File: config.mk
export PLATFORM = sky130hd
export DESIGN_NAME = pwr_loss_wake_ctl
export DESIGN_NICKNAME = d
export VERILOG_FILES = /design/src/rtl/plw_pkg.sv /design/src/rtl/plw_sync.sv /design/src/rtl/plw_regs.sv /design/src/rtl/plw_wake.sv /design/src/rtl/plw_recovery.sv /design/src/rtl/pwr_loss_wake_ctl.sv
export SDC_FILE = /design/constraint.sdc
export NUM_CORES = 1
export LEC_CHECK = 0
export BUFFER_PORTS_ARGS = -buffer_cell sky130_fd_sc_hd__buf_2
export CORE_MARGIN = 2
export CORE_UTILIZATION = 25
export DETAILED_ROUTE_END_ITERATION = 8
export PLACE_DENSITY_LB_ADDON = 0.12
export SLEW_MARGIN = 20
export SYNTH_ARGS = -nofsm -noshare
export SYNTH_HDL_FRONTEND = slang
export SYNTH_SLANG_ARGS = --single-unit
File: constraint.sdc
create_clock -name clk -period 1.4 [get_ports clk]
set_input_delay 0.28 -clock clk [delete_from_list [all_inputs] [get_ports clk]]
set_output_delay 0.28 -clock clk [all_outputs]
set_load 0.05 [all_outputs]
File: src/rtl/plw_pkg.sv
package plw_pkg;

    typedef enum logic [2:0] {
        SLP_S0 = 3'd0,
        SLP_S1 = 3'd1,
        SLP_S3 = 3'd3,
        SLP_S4 = 3'd4,
        SLP_S5 = 3'd5
    } slp_e;

    localparam int STS_W = 8;
    localparam int CFG_W = 4;
    localparam int NWAKE = 4;

    // status bit positions
    localparam int B_PGOOD = 0;
    localparam int B_PWR   = 1;
    localparam int B_BTN   = 2;
    localparam int B_RING  = 3;
    localparam int B_RTC   = 4;
    localparam int B_PME   = 5;
    localparam int B_PCIE  = 6;

    // config bit positions
    localparam int C_OFF  = 0;
    localparam int C_RING = 1;
    localparam int C_RTC  = 2;
    localparam int C_PME  = 3;

    // wake source positions
    localparam int W_BTN  = 0;
    localparam int W_RING = 1;
    localparam int W_RTC  = 2;
    localparam int W_PCIE = 3;

    localparam logic [STS_W-1:0] STS_MASK   = STS_W'((1 << (B_PCIE + 1)) - 1);
    localparam logic [STS_W-1:0] OUTAGE_CLR =
        STS_W'((1 << B_BTN) | (1 << B_RTC) | (1 << B_PME) | (1 << B_PCIE));

    typedef struct packed {
        logic outage;
        logic rsm_fall;
        logic rsm_rise;
        logic pgood_low;
        logic btn_fall;
        logic ring_low;
        logic ring_fall;
        logic pcie_fall;
    } evt_t;

    function automatic logic [2:0] recover_state(input logic stay_off, input logic [2:0] saved);
        if (!stay_off)            return SLP_S0;
        else if (saved == SLP_S4) return SLP_S4;
        else                      return SLP_S5;
    endfunction

    function automatic logic wake_capable(input logic [2:0] st);
        return (st == SLP_S1) || (st == SLP_S3) || (st == SLP_S4) || (st == SLP_S5);
    endfunction

endpackage

File: src/rtl/plw_sync.sv
module plw_sync #(
    parameter int           W       = 1,
    parameter int           STAGES  = 2,
    parameter logic [W-1:0] RST_VAL = '0
) (
    input  logic         clk,
    input  logic         rst,
    input  logic [W-1:0] d_i,
    output logic [W-1:0] sync_o,
    output logic [W-1:0] fall_o,
    output logic [W-1:0] rise_o
);
    logic [STAGES-1:0][W-1:0] chain_q;
    logic [W-1:0]             prev_q;

    always_ff @(posedge clk) begin
        if (rst) begin
            for (int i = 0; i < STAGES; i++) chain_q[i] <= RST_VAL;
            prev_q <= RST_VAL;
        end else begin
            chain_q[0] <= d_i;
            for (int i = 1; i < STAGES; i++) chain_q[i] <= chain_q[i-1];
            prev_q <= chain_q[STAGES-1];
        end
    end

    assign sync_o = chain_q[STAGES-1];
    assign fall_o = prev_q & ~sync_o;
    assign rise_o = ~prev_q & sync_o;
endmodule

File: src/rtl/plw_regs.sv
module plw_regs
    import plw_pkg::*;
#(
    parameter int ADDR_W   = 2,
    parameter int DATA_W   = 8,
    parameter int ADDR_STS = 0,
    parameter int ADDR_CFG = 1
) (
    input  logic              clk,
    input  logic              rst,
    input  logic              wr_en_i,
    input  logic [ADDR_W-1:0] wr_addr_i,
    input  logic [DATA_W-1:0] wr_data_i,
    input  logic [STS_W-1:0]  hw_set_i,
    input  logic              outage_i,
    output logic [STS_W-1:0]  sts_o,
    output logic [CFG_W-1:0]  cfg_o
);
    logic [STS_W-1:0] w1c;
    logic [STS_W-1:0] sts_d;

    always_comb begin
        w1c = '0;
        if (wr_en_i && wr_addr_i == ADDR_W'(ADDR_STS)) w1c = wr_data_i[STS_W-1:0];
        // hardware set is applied after the clear, so it wins
        sts_d = ((sts_o & ~w1c) | hw_set_i) & STS_MASK;
        if (outage_i) sts_d = sts_d & ~OUTAGE_CLR;
    end

    always_ff @(posedge clk) begin
        if (rst) begin
            sts_o <= '0;
            cfg_o <= '0;
        end else begin
            sts_o <= sts_d;
            if (wr_en_i && wr_addr_i == ADDR_W'(ADDR_CFG)) cfg_o <= wr_data_i[CFG_W-1:0];
        end
    end
endmodule

File: src/rtl/plw_wake.sv
module plw_wake
    import plw_pkg::*;
(
    input  logic             clk,
    input  logic             rst,
    input  evt_t             evt_i,
    input  logic [CFG_W-1:0] cfg_i,
    input  logic             rtc_alarm_i,
    input  logic [2:0]       cur_state_i,
    output logic             btn_set_o,
    output logic             ring_set_o,
    output logic             rtc_set_o,
    output logic [NWAKE-1:0] wake_src_o
);
    logic             ring_seen_q;
    logic [NWAKE-1:0] src_d;

    always_comb begin
        btn_set_o  = evt_i.btn_fall & ~evt_i.outage;
        ring_set_o = cfg_i[C_RING] &
                     ((evt_i.ring_fall & ~evt_i.outage) | (evt_i.rsm_rise & ring_seen_q));
        rtc_set_o  = rtc_alarm_i & ~evt_i.outage;
        src_d         = '0;
        src_d[W_BTN]  = btn_set_o;
        src_d[W_RING] = ring_set_o;
        src_d[W_RTC]  = rtc_set_o & cfg_i[C_RTC];
        src_d[W_PCIE] = evt_i.pcie_fall & ~evt_i.outage & wake_capable(cur_state_i);
    end

    always_ff @(posedge clk) begin
        if (rst) begin
            ring_seen_q <= 1'b0;
            wake_src_o  <= '0;
        end else begin
            wake_src_o <= src_d;
            if (evt_i.rsm_rise)
                ring_seen_q <= 1'b0;
            else if (evt_i.outage && cfg_i[C_RING] && evt_i.ring_low)
                ring_seen_q <= 1'b1;
        end
    end
endmodule

File: src/rtl/plw_recovery.sv
module plw_recovery
    import plw_pkg::*;
(
    input  logic       clk,
    input  logic       rst,
    input  logic       rsm_fall_i,
    input  logic       rsm_rise_i,
    input  logic [2:0] cur_state_i,
    input  logic       stay_off_i,
    output logic       decide_o,
    output logic [2:0] next_state_o,
    output logic [2:0] saved_o
);
    always_ff @(posedge clk) begin
        if (rst) begin
            saved_o      <= SLP_S5;
            next_state_o <= SLP_S5;
            decide_o     <= 1'b0;
        end else begin
            decide_o <= rsm_rise_i;
            if (rsm_fall_i) saved_o <= cur_state_i;
            if (rsm_rise_i) next_state_o <= recover_state(stay_off_i, saved_o);
        end
    end
endmodule

File: src/rtl/pwr_loss_wake_ctl.sv
module pwr_loss_wake_ctl
    import plw_pkg::*;
#(
    parameter int SYNC_STAGES = 2,
    parameter int ADDR_W      = 2,
    parameter int DATA_W      = 8
) (
    input  logic              clk,
    input  logic              rst,
    input  logic              main_pgood_i,
    input  logic              rsm_rst_n_i,
    input  logic              pwrbtn_n_i,
    input  logic              ring_n_i,
    input  logic              pcie_wake_n_i,
    input  logic              rtc_alarm_i,
    input  logic              pme_evt_i,
    input  logic              pcie_pme_msg_i,
    input  logic [2:0]        cur_state_i,
    input  logic              wr_en_i,
    input  logic [ADDR_W-1:0] wr_addr_i,
    input  logic [DATA_W-1:0] wr_data_i,
    output logic [STS_W-1:0]  status_o,
    output logic [CFG_W-1:0]  config_o,
    output logic              decide_valid_o,
    output logic [2:0]        next_state_o,
    output logic              wake_o,
    output logic [NWAKE-1:0]  wake_src_o
);
    localparam int I_PGOOD = 0;
    localparam int I_RSM   = 1;
    localparam int I_BTN   = 2;
    localparam int I_RING  = 3;
    localparam int I_PCIE  = 4;
    localparam int NSYNC   = 5;

    logic [NSYNC-1:0] raw, sync_v, fall_v, rise_v;
    logic             rsm_s, pgood_s;
    logic [2:0]       saved_state;
    evt_t             evt;
    logic             btn_set, ring_set, rtc_set;
    logic [STS_W-1:0] hw_set;

    assign raw = {pcie_wake_n_i, ring_n_i, pwrbtn_n_i, rsm_rst_n_i, main_pgood_i};

    plw_sync #(.W(NSYNC), .STAGES(SYNC_STAGES), .RST_VAL({NSYNC{1'b1}})) u_sync (
        .clk    (clk),
        .rst    (rst),
        .d_i    (raw),
        .sync_o (sync_v),
        .fall_o (fall_v),
        .rise_o (rise_v)
    );

    assign rsm_s   = sync_v[I_RSM];
    assign pgood_s = sync_v[I_PGOOD];

    always_comb begin
        evt.outage    = ~rsm_s;
        evt.rsm_fall  = fall_v[I_RSM];
        evt.rsm_rise  = rise_v[I_RSM];
        evt.pgood_low = ~pgood_s;
        evt.btn_fall  = fall_v[I_BTN];
        evt.ring_low  = ~sync_v[I_RING];
        evt.ring_fall = fall_v[I_RING];
        evt.pcie_fall = fall_v[I_PCIE];
    end

    plw_wake u_wake (
        .clk         (clk),
        .rst         (rst),
        .evt_i       (evt),
        .cfg_i       (config_o),
        .rtc_alarm_i (rtc_alarm_i),
        .cur_state_i (cur_state_i),
        .btn_set_o   (btn_set),
        .ring_set_o  (ring_set),
        .rtc_set_o   (rtc_set),
        .wake_src_o  (wake_src_o)
    );

    always_comb begin
        hw_set          = '0;
        hw_set[B_PGOOD] = evt.pgood_low;
        hw_set[B_PWR]   = evt.outage;
        hw_set[B_BTN]   = btn_set;
        hw_set[B_RING]  = ring_set;
        hw_set[B_RTC]   = rtc_set;
        hw_set[B_PME]   = pme_evt_i & ~evt.outage;
        hw_set[B_PCIE]  = pcie_pme_msg_i & ~evt.outage;
    end

    plw_regs #(.ADDR_W(ADDR_W), .DATA_W(DATA_W)) u_regs (
        .clk       (clk),
        .rst       (rst),
        .wr_en_i   (wr_en_i),
        .wr_addr_i (wr_addr_i),
        .wr_data_i (wr_data_i),
        .hw_set_i  (hw_set),
        .outage_i  (evt.outage),
        .sts_o     (status_o),
        .cfg_o     (config_o)
    );

    plw_recovery u_rec (
        .clk          (clk),
        .rst          (rst),
        .rsm_fall_i   (evt.rsm_fall),
        .rsm_rise_i   (evt.rsm_rise),
        .cur_state_i  (cur_state_i),
        .stay_off_i   (config_o[C_OFF]),
        .decide_o     (decide_valid_o),
        .next_state_o (next_state_o),
        .saved_o      (saved_state)
    );

    assign wake_o = |wake_src_o;
endmodule

==> qor.csv <==
metric;value;unit
outcome;finished, violations left;
violations;setup timing;
final_layout_size_suffix_gt1_frac;0.335;
grt_pass1_vias;871;
rrSetupSlack;0.28;ns
grt_pass1_wl;3820;µm
postLayoutCellArea;1600;µm²
post_drt_wl_per_cell;10.6;µm
report.final.slew_viol_count;0;
holdBufCountCts;0;
syn_area;1230;µm²
hp-class;input pin to register;
clk_latency;0.28;ns
fin_total_pwr;0.00204;W
crit_chain;or4_4 -> buf_6;
routed_wl;2410;µm
setup.worst_path.class;register to primary output;
yosysMostFrequentCell;dfxtp_1;
max_freq;641;MHz
slowest_stage;or4_4;
synth.top_cell.area_share;0.584;
grt_max_degree;17;
post-route-period-util;1.11;
synth-simple-area-share;0.204;
post_cts_buffers;0;
tritoncts;yes;
ys.flop_type;dfxtp_1;
num-nets-final;184;
path_max_fanout;2;
vias_per_cell;4.07;
hold_viol_final;0;
cap_violations;0;
yosysSeqAreaShare;0.584;
yosys_register_bits;36;
drtIter0Drc;10;
track_usage;0.0924;
synthArstFlopShare;0;
syn_inst;116;
synth_top_family_by_area;simple AND/OR/NAND/NOR gates;
ir_worst_vdd;0.461;mV
synth_common_cells;dfxtp_1, or2_1, nor2_1;
ant_nets;0;
n_antenna_cell;0;
worst_setup_path_end_kind;primary output;
synth_adder_area_share;0;
portBuffers;41;
syn_avg_cell_area;10.6;µm²
cts_max_path_buffers;2;
slowest_delay;0.52;ns
dp_hpwl;1850;µm
rows;25;
yosys_warnings;0;
syn_to_final_growth;29.7;%
antenna_found_initial;0;
cts_max_level;2;
synthMuxAreaShare;0.0406;
cp.arrival;1.28;ns
vias;928;
synth-xor-area-share;0;
rsz0062_at_grt;yes;
place_area;1500;µm²
ys_top_cells_by_area;dfxtp_1, or2_1, mux2i_1;
synth.distinct_cells;27;
cts_root_buffer;clkbuf_8;
start_kind;register;
leakagePower;0.743;nW
setup_ws;-0.161;ns
io_pins;45;
layout_min_cycle_time;1.56;ns
p_per_area;1280;nW/µm²
setup_viol;1;
core_area;4750;µm²
clkSlewWorstSetupHoldPaths;0.07;ns
clock-skew-final;0.00323;ns
die_w;74.2;µm
path_buf_inv;1;
place.gp.congestion;0.708;
drc_errors;0;
synth.largest_area_cell;dfxtp_1;
synth_compound_area_frac;0.124;
fillers;534;
grt-ovfl-total;0;
die_h;74.2;µm
path_delay_family;simple AND/OR/NAND/NOR gates;
die_area;5510;µm²
numCtsBuffers;5;
firstDrtPassIters;4;
start_util;0.259;
crit_required;1.12;ns
cts_sinks;36;
synth_edf_count;0;
metal layers:
layer	up-vias	GRT usage	part of all wire
met5	-	0	0
met2	31	0.156	0.47
met4	0	0.0456	0.013
li1	474	-	-
met1	419	0.101	0.44
met3	4	0.0379	0.083
cell families (layout without fill, tap and decap cells):
kind of cell           Yosys count  in the layout
AOI/OAI and AO/OA               21             21
DFF                             36             36
buffers and inverters           11             55
muxes                            5              5
other                            1              2
and+or+nand+nor                 42             42
where the power goes:
group	internal, W	switching, W
combinational	0.0000793	0.000148
sequential	0.00106	0.0000192
clock	0.000401	0.000331
state kept, by name (all words and copies together), names as in the netlist:
name                flops
u_regs.sts_o            7
u_sync.chain_q          5
u_sync.sync_o           5
u_regs.cfg_o            4
u_sync.prev_q           4
u_wake.wake_src_o       4
u_rec.saved_o           3
u_rec.next_state_o      2
u_rec.decide_o          1
u_wake.ring_seen_q      1
cells in the final DEF, fill, tap and decap left out, drive strengths merged:
cell type   n
and3        2
a31oi       3
a2111oi     1
dfxtp      36
a22oi       1
nor3b       1
nand2b      4
or4         1
mux2i       5
o22ai       1
nor2b       3
a21oi       5
clkbuf      8
or2        14
inv         5
nand3b      3
a21bo       3
nor2       11
o21ai       3
buf        42
a211o       3
a31o        1
conb        2
nand2       2
and2b       1
worst paths after layout:
path,cells after the start,endpoint,start
max,2,wake_o,u_wake.wake_src_o[2]
min,2,u_sync.chain_q[2],pwrbtn_n_i
max reg2reg,3,u_rec.saved_o[2],u_sync.sync_o[1]
min reg2reg,1,u_sync.sync_o[2],u_sync.chain_q[2]
final cells by class:
cell class,count,area [µm²],share of cell area
clock buffer,8,90.1,0.0563
tap,67,83.8,0.0524
multi-input combinational,70,465,0.291
timing repair buffer,42,219,0.137
inverter,5,18.8,0.0117
sequential,36,723,0.452
what timing repair did:
action,CTS,global route
gates resized for setup,2,0
setup endpoints to repair,1,1
pin swaps,0,0
per-stage QoR:
stage	TNS, ns	instances	utilization	setup slack (ns)	hold slack (ns)
after floorplan	0	117	-	0.0130	0.370
after global placement	0	220	0.316	0.0976	0.387
after detailed placement	0	220	0.316	0.0944	0.387
after global routing	-0.190	228	0.337	-0.190	0.167
final	-0.161	228	0.337	-0.161	0.171
after CTS	-0.174	228	0.337	-0.174	0.163
worst reg2reg max path, cell delays in order (launching register included):
cell and delay (ns):
dfxtp_1 0.41, nor2b_2 0.26, nor2b_1 0.08, a211o_1 0.26
(Power assumes the default switching activity.)
